[config.mk]
export PLATFORM = sky130hd
export DESIGN_NAME = gpio_word_reg
export DESIGN_NICKNAME = d
export VERILOG_FILES = /design/src/rtl/gpw_pkg.sv /design/src/rtl/gpw_stage.sv /design/src/rtl/gpw_outreg.sv /design/src/rtl/gpw_rdmux.sv /design/src/rtl/gpio_word_reg.sv
export SDC_FILE = /design/constraint.sdc
export NUM_CORES = 1
export LEC_CHECK = 0
export ABC_AREA = 0
export BUFFER_PORTS_ARGS = -buffer_cell sky130_fd_sc_hd__buf_2
export CAP_MARGIN = 20
export CORE_MARGIN = 1.5
export CORE_UTILIZATION = 46
export DETAILED_ROUTE_END_ITERATION = 10
export MAX_ROUTING_LAYER = met4
export PLACE_DENSITY = 0.78
export SLEW_MARGIN = 30
export SYNTH_ARGS = -nofsm -noshare
export SYNTH_HDL_FRONTEND = slang
export SYNTH_HIERARCHICAL = 1
export SYNTH_SLANG_ARGS = --single-unit
[constraint.sdc]
create_clock -name clk -period 1.35 [get_ports clk]
set_input_delay 0.2025 -clock clk [delete_from_list [all_inputs] [get_ports clk]]
set_output_delay 0.2025 -clock clk [all_outputs]
set_load 0.005 [all_outputs]
[src/rtl/gpw_pkg.sv]
package gpw_pkg;
  localparam int WORD_W = 32;
  localparam int LANES  = WORD_W / 8;

  // Per-lane merge: new data wins, then a pending staged byte, then the old value.
  function automatic logic [WORD_W-1:0] lane_merge(
    input logic [WORD_W-1:0] cur,
    input logic [WORD_W-1:0] stg,
    input logic [LANES-1:0]  pend,
    input logic [WORD_W-1:0] nw,
    input logic [LANES-1:0]  be
  );
    logic [WORD_W-1:0] r;
    r = cur;
    for (int l = 0; l < LANES; l++) begin
      if (be[l])        r[8*l +: 8] = nw[8*l +: 8];
      else if (pend[l]) r[8*l +: 8] = stg[8*l +: 8];
    end
    return r;
  endfunction

  // Serial byte address of low-word lane l (address 0 is the high word).
  function automatic int lane_ser_addr(input int l);
    return LANES - l;
  endfunction
endpackage

[src/rtl/gpw_stage.sv]
module gpw_stage
  import gpw_pkg::*;
(
  input  logic              clk,
  input  logic              rst_n,
  input  logic              stage_en,
  input  logic              clear,
  input  logic [LANES-1:0]  be,
  input  logic [WORD_W-1:0] wdata,
  output logic [WORD_W-1:0] stg_q,
  output logic [LANES-1:0]  pend_q
);
  for (genvar l = 0; l < LANES; l++) begin : g_lane
    always_ff @(posedge clk) begin
      if (!rst_n) begin
        stg_q[8*l +: 8] <= '0;
        pend_q[l]       <= 1'b0;
      end else if (clear) begin
        pend_q[l]       <= 1'b0;
      end else if (stage_en && be[l]) begin
        stg_q[8*l +: 8] <= wdata[8*l +: 8];
        pend_q[l]       <= 1'b1;
      end
    end
  end
endmodule

[src/rtl/gpw_outreg.sv]
module gpw_outreg
  import gpw_pkg::*;
#(
  parameter int NPADS  = 38,
  parameter int SER_AW = 3,
  localparam int HI_W  = NPADS - WORD_W
)(
  input  logic              clk,
  input  logic              rst_n,
  input  logic              lo_commit,
  input  logic [WORD_W-1:0] lo_val,
  input  logic              hi_commit,
  input  logic [HI_W-1:0]   hi_val,
  input  logic              ser_commit,
  input  logic [SER_AW-1:0] ser_addr,
  input  logic [7:0]        ser_byte,
  output logic [NPADS-1:0]  pad_out
);
  for (genvar l = 0; l < LANES; l++) begin : g_lane
    localparam logic [SER_AW-1:0] MY_ADDR = SER_AW'(lane_ser_addr(l));
    always_ff @(posedge clk) begin
      if (!rst_n)
        pad_out[8*l +: 8] <= '0;
      else if (lo_commit)
        pad_out[8*l +: 8] <= lo_val[8*l +: 8];
      else if (ser_commit && ser_addr == MY_ADDR)
        pad_out[8*l +: 8] <= ser_byte;
    end
  end

  always_ff @(posedge clk) begin
    if (!rst_n)
      pad_out[NPADS-1:WORD_W] <= '0;
    else if (hi_commit)
      pad_out[NPADS-1:WORD_W] <= hi_val;
    else if (ser_commit && ser_addr == '0)
      pad_out[NPADS-1:WORD_W] <= ser_byte[HI_W-1:0];
  end
endmodule

[src/rtl/gpw_rdmux.sv]
module gpw_rdmux
  import gpw_pkg::*;
#(
  parameter int NPADS  = 38,
  parameter int SER_AW = 3,
  localparam int HI_W  = NPADS - WORD_W
)(
  input  logic [NPADS-1:0]  pad_in,
  input  logic              sel_hi,
  input  logic [SER_AW-1:0] ser_addr,
  output logic [WORD_W-1:0] bus_rdata,
  output logic [7:0]        ser_rdata
);
  logic [7:0] hi_byte;
  assign hi_byte   = 8'(pad_in[NPADS-1:WORD_W]);
  assign bus_rdata = sel_hi ? WORD_W'(pad_in[NPADS-1:WORD_W]) : pad_in[WORD_W-1:0];

  always_comb begin
    ser_rdata = '0;
    if (ser_addr == '0) ser_rdata = hi_byte;
    for (int l = 0; l < LANES; l++)
      if (ser_addr == SER_AW'(lane_ser_addr(l))) ser_rdata = pad_in[8*l +: 8];
  end
endmodule

[src/rtl/gpio_word_reg.sv]
module gpio_word_reg
  import gpw_pkg::*;
#(
  parameter int NPADS  = 38,
  parameter int SER_AW = 3,
  localparam int HI_W  = NPADS - WORD_W
)(
  input  logic              clk,
  input  logic              rst_n,
  input  logic              bus_we,
  input  logic              bus_sel_hi,
  input  logic [LANES-1:0]  bus_be,
  input  logic [WORD_W-1:0] bus_wdata,
  output logic [WORD_W-1:0] bus_rdata,
  input  logic              ser_we,
  input  logic [SER_AW-1:0] ser_addr,
  input  logic [7:0]        ser_wdata,
  output logic [7:0]        ser_rdata,
  input  logic [NPADS-1:0]  pad_in,
  output logic [NPADS-1:0]  pad_out
);
  // Named events, visible to the bound checker.
  logic lo_wr, ev_lo_commit, ev_lo_stage, ev_hi_commit, ev_ser_commit;
  logic [WORD_W-1:0] stg_q, lo_val;
  logic [LANES-1:0]  pend_q;

  assign lo_wr         = bus_we && !bus_sel_hi;
  assign ev_lo_commit  = lo_wr && bus_be[LANES-1];
  assign ev_lo_stage   = lo_wr && !bus_be[LANES-1];
  assign ev_hi_commit  = bus_we && bus_sel_hi && bus_be[0];
  assign ev_ser_commit = ser_we && !bus_we && (int'(ser_addr) <= LANES);
  assign lo_val        = lane_merge(pad_out[WORD_W-1:0], stg_q, pend_q, bus_wdata, bus_be);

  gpw_stage u_stage (
    .clk(clk), .rst_n(rst_n), .stage_en(ev_lo_stage), .clear(ev_lo_commit),
    .be(bus_be), .wdata(bus_wdata), .stg_q(stg_q), .pend_q(pend_q)
  );

  gpw_outreg #(.NPADS(NPADS), .SER_AW(SER_AW)) u_out (
    .clk(clk), .rst_n(rst_n),
    .lo_commit(ev_lo_commit), .lo_val(lo_val),
    .hi_commit(ev_hi_commit), .hi_val(bus_wdata[HI_W-1:0]),
    .ser_commit(ev_ser_commit), .ser_addr(ser_addr), .ser_byte(ser_wdata),
    .pad_out(pad_out)
  );

  gpw_rdmux #(.NPADS(NPADS), .SER_AW(SER_AW)) u_rd (
    .pad_in(pad_in), .sel_hi(bus_sel_hi), .ser_addr(ser_addr),
    .bus_rdata(bus_rdata), .ser_rdata(ser_rdata)
  );
endmodule

==> results of run 1 <==
[final timing paths]
check	to	from	slack, ns	cells after the start
worst max register to register	u_out/pad_out[26]	u_stage/pend_q[3]	0.06	6
worst min-delay path	u_stage/stg_q[10]	bus_wdata[10]	0.11	3
worst min register to register	u_stage/stg_q[8]	u_stage/stg_q[8]	0.46	2
worst max-delay path	ser_rdata[0]	ser_addr[0]	-0.06	5
[placed cells by master (no fill, tap or decap), drive strengths merged, types with 3 or more instances in the layout]
master and instances:
o21ai 91, and3b 6, and2b 8, inv 8
o211a 32, nand2 102, nor2b 25, dfxtp 74
nand2b 3, and4bb 3, or3 6, nand3 4
or2 5, nor2 6, buf 215, mux2i 102
a21oi 10, clkbuf 12, o2111a 6, o22a 6
[per-layer routing]
layer	wire length [um]	vias up	track usage, %
li1	-	2313	-
met1	5590	2231	29.4
met2	7250	191	47.1
met3	919	34	4.72
met4	474	0	12.8
met5	0	-	-
[kinds of logic after synthesis]
logic type | share of synthesized area, %
compound gates | 20.5
simple gates | 18.9
flops | 31.7
mux | 21.8
buf+inv | 7.11
[stage by stage]
step                      setup slack (ns)  setup TNS, ns  instances
after floorplan                    -0.0137         -0.110        551
after global placement              -0.188          -9.23        849
after detailed placement            -0.224         -11.59        849
after CTS                           -0.102         -0.172        869
after global routing               -0.0794         -0.417        869
final                              -0.0580        -0.0788        869
[layout make-up]
class / instances / area share, %
clock inverter: 4 / 1.19
clock buffer: 12 / 2.50
inverter: 8 / 0.483
multi-input combinational: 423 / 46.4
sequential: 74 / 24.0
timing repair buffer: 215 / 22.8
tap: 133 / 2.68
[sequential cells by signal (all words and copies together), names as in the netlist]
signal and count:
u_stage/stg_q 32, u_out/pad_out 38, u_stage/pend_q 4
[repair_timing]
item / CTS / global route
buffers inserted: 4 / 0
endpoints found under the setup margin: 8 / 28
hold buffers: 0 / 0
pin swaps: 8 / 3
endpoints found under the hold margin: 0 / 0
resized for setup: 15 / 12
[power by group through the flow]
stage	combinational, uW	sequential (uW)	clock, uW
4_1_cts	1140	2340	1990
3_5_place_dp	1100	2390	0
2_1_floorplan	578	2380	0
6_report	1140	2340	1980
5_1_grt	1250	2350	2090
3_3_place_gp	1070	2390	0
[worst register-to-register path: cells and delay by family (launching register included)]
family | cells | cell delay [ns]
mux | 2 | 0.33
flops | 1 | 0.37
compound gates | 3 | 0.34
buf+inv | 1 | 0.14
==> results.py, run 1 <==
metrics = {
    "floorplanning": {
        "die_area_sq_mm": 0.0108,
        "core.rowCount": 36,
        "die_y_um": 104,
        "start_util_pct": 47.6,
        "io_pins": 168,
        "core_sq_mm": 0.00982,
        "fp.dieW_um": 104,
    },
    "place": {
        "dpl_cell_area_sq_mm": 0.00589,
        "port-buffer-count": 167,
        "gp_congestion": 0.866,
        "dpl.hpwl_um": 10400,
    },
    "power": {
        "ir_worst_vdd_uv": 625,
        "p_sw_share_pct": 27.1,
        "power_frac_seq_pct": 42.8,
        "powerDensity_mw_per_mm2": 880,
        "total_power_uw": 5470,
        "p_switching_uw": 1480,
        "leakage_uw": 0.00298,
        "p_comb_share_pct": 20.9,
        "pwr-share-clk_pct": 36.2,
        "p_int_uw": 3990,
    },
    "finish": {
        "diodes": 0,
        "ff_latch_area_sq_mm": 0.00149,
        "design_area_sq_mm": 0.00622,
        "finalNetCount": 821,
        "multiInputGateArea_sq_mm": 0.00288,
        "fill_cells": 853,
        "drive_above_1_share_pct": 33.3,
        "syn_to_final_growth_pct": 32.9,
        "final_core_util_pct": 63.3,
    },
    "sta": {
        "setup_slack_ns": -0.0580,
        "setup_viol": 3,
        "hold_viol": 0,
        "relSlewSlack_pct": 76.4,
        "worstMarginPinSlew_ns": 0.353,
        "rsz0062_at_grt": "true",
        "min_period_ns": 1.41,
        "fin_crit_sh_pct": 104,
        "fin_skew_ns": 0.0103,
        "final_max_slew_viol_count": 0,
        "timing.hold.ws_ns": 0.105,
        "fmax_mhz": 710,
    },
    "synth": {
        "synth_flop_cell": "dfxtp_1",
        "synth_top_area_share_pct": 31.7,
        "synth-edff-count": 0,
        "synth_area_leaders": "dfxtp_1, mux2i_1, o21ai_0",
        "syn_area_sq_mm": 0.00468,
        "postSynthAreaPerCell_sq_um": 8.49,
        "syn_nets": 641,
        "synth.largest_area_cell": "dfxtp_1",
        "ys_warn_count": 6,
        "synth_seq_cells": 74,
        "ys_top_cells_by_count": "mux2i_1, nand2_1, o21ai_0",
        "ys_types": 31,
        "ys_seq_area_share_pct": 31.7,
        "synthCells": 551,
        "synthArstFlopShare_pct": 0,
    },
    "grt": {
        "overflow": 0,
        "grt.total_usage_pct": 26.8,
        "grt_pass1_wl_um": 22800,
        "antenna_found_initial": 0,
        "first_global_vias": 4621,
        "grt_max_degree": 74,
    },
    "run_status": {
        "violations": "negative setup slack",
        "run_status": "finished, violations left",
    },
    "drt": {
        "wl_per_cell_um": 16.4,
        "vias": 4769,
        "antenna_left": 0,
        "drt_first_pass_iters": 4,
        "via_per_inst": 5.49,
        "drtIter0Drc": 313,
        "wl_um": 14200,
        "drcViolationCount": 0,
    },
    "clock_network": {
        "clk_pin_slew_ns": 0.08,
        "cts_tree": "done",
        "cts-root-buf": "clkbuf_8",
        "htreeDepth": 3,
        "cts_buffers": 9,
        "clock_latency_ns": 0.35,
        "clock_sinks": 74,
        "cts.path.max_buffers": 2,
    },
    "critical_path": {
        "worstSetupPathType": "input port to output port",
        "path_cells": "buf_8, or2_4, or3_1, o2111a_1, buf_2",
        "crit_fanout": 6,
        "cpPeakStageDelay_ns": 0.32,
        "crit_path_start_kind": "input port",
        "end_kind": "output port",
        "crit_arrival_ns": 1.21,
        "cpLargestDelayFamily": "simple AND/OR/NAND/NOR gates",
        "crit_buf_inv": 2,
        "cp.required_ns": 1.15,
        "critical-path-slowest-cell": "or3_1",
    },
    "hold_path": {
        "hold_class": "input port to register",
    },
    "job": {
        "cap_violations": 0,
    },
}
Note: power is estimated with default switching activity, not from simulation.
==> run 2, diff against run 1 <==
--- a/config.mk
+++ b/config.mk
@@ -18,3 +18,4 @@
 export SYNTH_HDL_FRONTEND = slang
 export SYNTH_HIERARCHICAL = 1
 export SYNTH_SLANG_ARGS = --single-unit
+export TNS_END_PERCENT = 10
==> run 2 against run 1 <==
Effect of this change: the run still ends with negative setup slack left; register-to-register slack lost 0.02 ns; sequential power is essentially flat; clock power grew 5%; non-clock buffer count shrank 5; core utilization shrank 0.74 points; flip-flop and latch count is the same; global-route usage shrank 0.67 points; via count shrank 1.0%; sequential share of layout area grew 0.24 points; critical path type unchanged.
==> results.py, run 2 (synthesis results as in run 1) <==
metrics = {
    "critical_path": {
        "end_kind": "output port",
        "r2r_start": "u_stage/pend_q[2]",
        "critical-path-slowest-cell": "o2111a_1",
        "crit_fanout": 6,
        "path_cells": "buf_8, buf_6, nand2b_4, o22a_1, o2111a_1, buf_2",
        "reg2regPathDepth": 6,
        "crit_path_start_kind": "input port",
        "worstSetupPathType": "input port to output port",
        "crit_arrival_ns": 1.18,
        "cp.required_ns": 1.15,
        "timing.rr.end": "u_out/pad_out[20]",
        "cpPeakStageDelay_ns": 0.25,
        "r2r_slack_ns": 0.04,
    },
    "floorplanning": {
        "io_pins": 168,
        "fp.dieW_um": 104,
        "die_y_um": 104,
        "start_util_pct": 47.6,
        "core.rowCount": 36,
        "core_sq_mm": 0.00982,
        "die_area_sq_mm": 0.0108,
    },
    "place": {
        "dp_cells": 845,
        "gp_congestion": 0.876,
        "post-place-ws_ns": -0.295,
        "dpl.hpwl_um": 10200,
        "port-buffer-count": 167,
    },
    "drt": {
        "wl_per_cell_um": 16.4,
        "vias": 4720,
        "via_per_inst": 5.47,
        "antenna_left": 0,
        "drt_first_pass_iters": 5,
        "wl_um": 14100,
        "drtIter0Drc": 310,
        "drcViolationCount": 0,
    },
    "finish": {
        "layout.cells.most_common_list": "buf_2, nand2_1, mux2i_1",
        "drive_above_1_share_pct": 32.9,
        "regMostFlops": "u_out/pad_out",
        "diodes": 0,
        "finalNonFillerCells": 863,
        "final_common_cell": "buf_2",
        "syn_to_final_growth_pct": 31.3,
        "fill_cells": 834,
        "finalNetCount": 816,
        "largest_reg_flops": 38,
        "final_core_util_pct": 62.6,
        "reg_top3": "u_out/pad_out (38), u_stage/stg_q (32), u_stage/pend_q (4)",
    },
    "grt": {
        "gr-usage-met1_pct": 30.2,
        "antenna_found_initial": 0,
        "grt.busiest_layer": "met2",
        "grt_max_degree": 104,
        "overflow": 0,
        "first_global_vias": 4498,
        "met2_usage_pct": 45.6,
        "grt_pass1_wl_um": 22300,
        "grt.total_usage_pct": 26.2,
        "met3_usage_pct": 5.73,
    },
    "sta": {
        "relSlewSlack_pct": 71.5,
        "rsz0062_at_grt": "true",
        "setup_viol": 4,
        "fmax_mhz": 725,
        "fin_crit_sh_pct": 102,
        "hold_viol": 0,
        "fin_skew_ns": 0.0103,
        "final_max_slew_viol_count": 0,
        "worstMarginPinSlew_ns": 0.427,
        "min_period_ns": 1.38,
        "setup_slack_ns": -0.0295,
    },
    "power": {
        "powerDensity_mw_per_mm2": 903,
        "p_comb_share_pct": 20.2,
        "power_frac_seq_pct": 42.3,
        "p_sw_share_pct": 27.0,
        "p_int_uw": 4050,
        "ir_worst_vdd_uv": 964,
        "pwr-share-clk_pct": 37.5,
        "leakage_uw": 0.00295,
        "p_switching_uw": 1500,
    },
    "hold_path": {
        "hold_path_depth": 3,
        "min_to": "u_stage/stg_q[31]",
        "hold_start": "bus_wdata[31]",
        "hold_class": "input port to register",
    },
    "clock_network": {
        "cts-root-buf": "clkbuf_8",
        "ctsHoldBuffers": 0,
        "clk_pin_slew_ns": 0.09,
        "htreeDepth": 3,
        "cts_buffers": 9,
        "cts_tree": "done",
        "clock_latency_ns": 0.35,
        "cts.path.max_buffers": 2,
        "clock_sinks": 74,
    },
    "run_status": {
        "run_status": "finished, violations left",
        "violations": "negative setup slack",
    },
    "job": {
        "cap_violations": 0,
    },
}
## run 2: how the worst max path moves through the flow
stage,startpoint,endpoint,slack (ns),cells past startpoint
final,ser_addr[0],ser_rdata[1],-0.03,6
after global routing,ser_addr[0],ser_rdata[0],-0.05,5
after floorplan,ser_addr[0],u_out/pad_out[10],-0.03,7
after global placement,ser_addr[2],u_out/pad_out[24],-0.25,6
after CTS,ser_addr[0],ser_rdata[2],-0.08,5
after detailed placement,ser_addr[2],u_out/pad_out[31],-0.29,6
## run 2: critical path, delay by kind of cell
kind                   cells  cell delay (ns)
AOI/OAI and AO/OA          2             0.45
buffers and inverters      3             0.35
and+or+nand+nor            1             0.16
## run 2: power groups by stage
stage / clock, uW / combinational (uW) / sequential [uW]
final: 2080 / 1120 / 2350
after detailed placement: 0 / 1080 / 2390
after CTS: 2100 / 1110 / 2340
after global placement: 0 / 1050 / 2390
after floorplan: 0 / 575 / 2380
after global routing: 2200 / 1220 / 2360
## run 2: metal layers
layer  part of all wire (%)  routed length [um]
met4                    1.7                 235
met2                     50                7060
met5                      0                   0
met3                    6.2                 879
met1                     42                5940
## run 2: layout make-up
class | count | area, sq um | share of cell area [%]
clock buffer | 10 | 128 | 2.08
clock inverter | 5 | 104 | 1.69
inverter | 8 | 30.0 | 0.489
multi-input combinational | 423 | 2890 | 47.0
sequential | 74 | 1490 | 24.2
tap | 133 | 166 | 2.71
timing repair buffer | 210 | 1340 | 21.8
## run 2: per-stage QoR
stage,setup TNS (ns),cell area (sq um),hold WS [ns],power (uW)
floorplan,-0.439,4690,0.342,2960
global placement,-11.04,5820,0.442,3440
detailed placement,-13.05,5820,0.448,3470
CTS,-0.164,6110,0.0896,5550
global route,-0.437,6140,0.0946,5780
finish,-0.0717,6140,0.104,5550
## run 2: repair_timing
item	in CTS	in global routing
setup endpoints to repair	10	44
resized for setup	14	23
buffers inserted	2	1
pin swaps	2	1
==> run 3, diff against run 2 <==
--- a/config.mk
+++ b/config.mk
@@ -13,6 +13,7 @@
 export DETAILED_ROUTE_END_ITERATION = 10
 export MAX_ROUTING_LAYER = met4
 export PLACE_DENSITY = 0.78
+export REMOVE_ABC_BUFFERS = 1
 export SLEW_MARGIN = 30
 export SYNTH_ARGS = -nofsm -noshare
 export SYNTH_HDL_FRONTEND = slang
==> run 3 against run 2 <==
Effect of this change: the flow still finishes with violations (negative setup slack); first-iteration DRC count rose by 27%; design area grew 1.3%; power down 0.81%; register-to-register slack better by 0.06 ns; maximum frequency down 7.3%; flip-flop and latch count unchanged; clock-buffer cell count rose by 2; core utilization up 0.80 points; sequential share of layout area shrank 0.31 points; non-clock buffer count grew 11; critical path type unchanged; largest cell class unchanged.
==> results.py, run 3 (synthesis results as in run 1) <==
metrics = {
    "run_status": {
        "run_status": "finished, violations left",
        "violations": "negative setup slack",
    },
    "finish": {
        "multiInputGateArea_sq_mm": 0.00289,
        "finalNetCount": 827,
        "syn_to_final_growth_pct": 33.0,
        "final_common_cell": "buf_2",
        "drive_above_1_share_pct": 33.8,
        "reg_top3": "u_out/pad_out (38), u_stage/stg_q (32), u_stage/pend_q (4)",
        "fill_cells": 823,
        "finalNonFillerCells": 877,
        "ff_latch_area_sq_mm": 0.00149,
        "largest_reg_flops": 38,
        "layout.cells.most_common_list": "buf_2, nand2_1, mux2i_1",
        "regMostFlops": "u_out/pad_out",
    },
    "sta": {
        "setup_slack_ns": -0.139,
        "rsz0062_at_grt": "true",
        "min_period_ns": 1.49,
        "setup_tns_ns": -0.821,
        "fmax_mhz": 672,
        "setup_viol": 8,
        "relSlewSlack_pct": 62.9,
        "worstMarginPinSlew_ns": 0.556,
        "hold_viol": 0,
        "final_max_slew_viol_count": 0,
        "fin_skew_ns": 0.00911,
        "fin_crit_sh_pct": 110,
    },
    "grt": {
        "first_global_vias": 4542,
        "grt_pass1_wl_um": 22200,
        "grt_max_degree": 49,
        "grt.total_usage_pct": 26.2,
        "antenna_found_initial": 2,
        "overflow": 0,
    },
    "critical_path": {
        "r2r_start": "u_stage/pend_q[3]",
        "crit_arrival_ns": 1.29,
        "crit_buf_inv": 4,
        "startpoint": "ser_addr[0]",
        "end_kind": "output port",
        "critical-path-slowest-cell": "o2111a_1",
        "cp.required_ns": 1.15,
        "cpPeakStageDelay_ns": 0.25,
        "path_cells": "buf_6, buf_6, buf_6, nand2b_4, o22a_1, o2111a_1, buf_2",
        "crit_path_start_kind": "input port",
        "crit_fanout": 6,
        "worstSetupPathType": "input port to output port",
        "r2r_slack_ns": 0.10,
        "cpLargestDelayFamily": "compound AO/OA/AOI/OAI gates",
        "path_common_cell": "buf_6",
    },
    "power": {
        "ir_worst_vdd_uv": 636,
        "powerDensity_mw_per_mm2": 885,
        "leakage_uw": 0.00300,
    },
    "place": {
        "dpl.hpwl_um": 10600,
        "gp_congestion": 0.912,
        "dp_cells": 857,
        "port-buffer-count": 167,
    },
    "drt": {
        "drt_first_pass_iters": 5,
        "via_per_inst": 5.48,
        "wl_per_cell_um": 16.2,
        "wl_um": 14200,
        "vias": 4805,
        "antenna_left": 0,
        "drcViolationCount": 0,
        "drtIter0Drc": 394,
    },
    "floorplanning": {
        "die_y_um": 104,
        "core.rowCount": 36,
        "fp.dieW_um": 104,
        "die_area_sq_mm": 0.0108,
        "start_util_pct": 47.6,
        "io_pins": 168,
        "core_sq_mm": 0.00982,
    },
    "clock_network": {
        "cts.path.max_buffers": 2,
        "cts_tree": "done",
        "cts_buffers": 9,
        "clock_sinks": 74,
        "clock_latency_ns": 0.35,
        "htreeDepth": 3,
        "clk_pin_slew_ns": 0.08,
        "cts-root-buf": "clkbuf_8",
    },
    "hold_path": {
        "hold_start": "bus_wdata[13]",
        "hold_class": "input port to register",
    },
    "job": {
        "cap_violations": 0,
    },
}
[run 3: cell count changes in the layout (fill, tap and decap cells not counted), sizes merged]
cell      previous run  this run
clkbuf              10        13
clkinv               2         1
buf                210       220
bufinv               3         2
clkinvlp             0         1
diode                0         2
[run 3: area by class of cell]
type,count,share of cell area [%]
multi-input cells,423,46.4
flip-flops and latches,74,23.9
clock buffers,12,2.65
inverters,8,0.483
well taps,133,2.67
clock inverters,4,1.17
repair buffers,221,22.7
diodes,2,0.0804
[run 3: worst paths after layout]
kind	to	cells past startpoint
worst min-delay path	u_stage/stg_q[13]	3
worst max register to register	u_out/pad_out[28]	6
worst max-delay path	ser_rdata[2]	7
worst min register to register	u_stage/stg_q[9]	2
[run 3: stage by stage]
| step | area, sq um | hold WS (ns) | setup slack, ns | util (%) | total power (uW) |
|---|---|---|---|---|---|
| 3_3_place_gp | 5910 | 0.441 | -0.218 | 60.2 | 3460 |
| 4_1_cts | 6180 | 0.0884 | -0.175 | 62.9 | 5510 |
| 5_1_grt | 6220 | 0.104 | -0.180 | 63.4 | 5740 |
| 2_1_floorplan | 4380 | 0.336 | -1.24 | - | 2840 |
| 6_report | 6220 | 0.0984 | -0.139 | 63.4 | 5500 |
| 3_5_place_dp | 5910 | 0.452 | -0.253 | 60.2 | 3500 |
[run 3: worst min-delay path: stages]
cell and delay [ns]:
buf_2 0.10, nand2_1 0.05, mux2i_1 0.05
[run 3: where the power goes]
| part | total, uW | internal, uW | leakage [uW] | switching (uW) |
|---|---|---|---|---|
| clock | 2020 | 1190 | 0.000119 | 831 |
| combinational | 1140 | 570 | 0.00228 | 570 |
| sequential | 2340 | 2270 | 0.000605 | 69.5 |
[run 3: per-layer routing]
metal  share of wire, %  global-route usage [%]
met1                 42                    30.3
met4                1.2                    7.44
met2                 50                    46.0
met3                6.5                    5.03
met5                  0                       -
[run 3: timing repair]
item	in CTS	in global routing
cloned	0	0
setup endpoints to repair	8	39
endpoints found under the hold margin	0	0
gates resized for setup	6	17
hold buffers	0	0
pin swaps	2	4
setup buffers	2	1
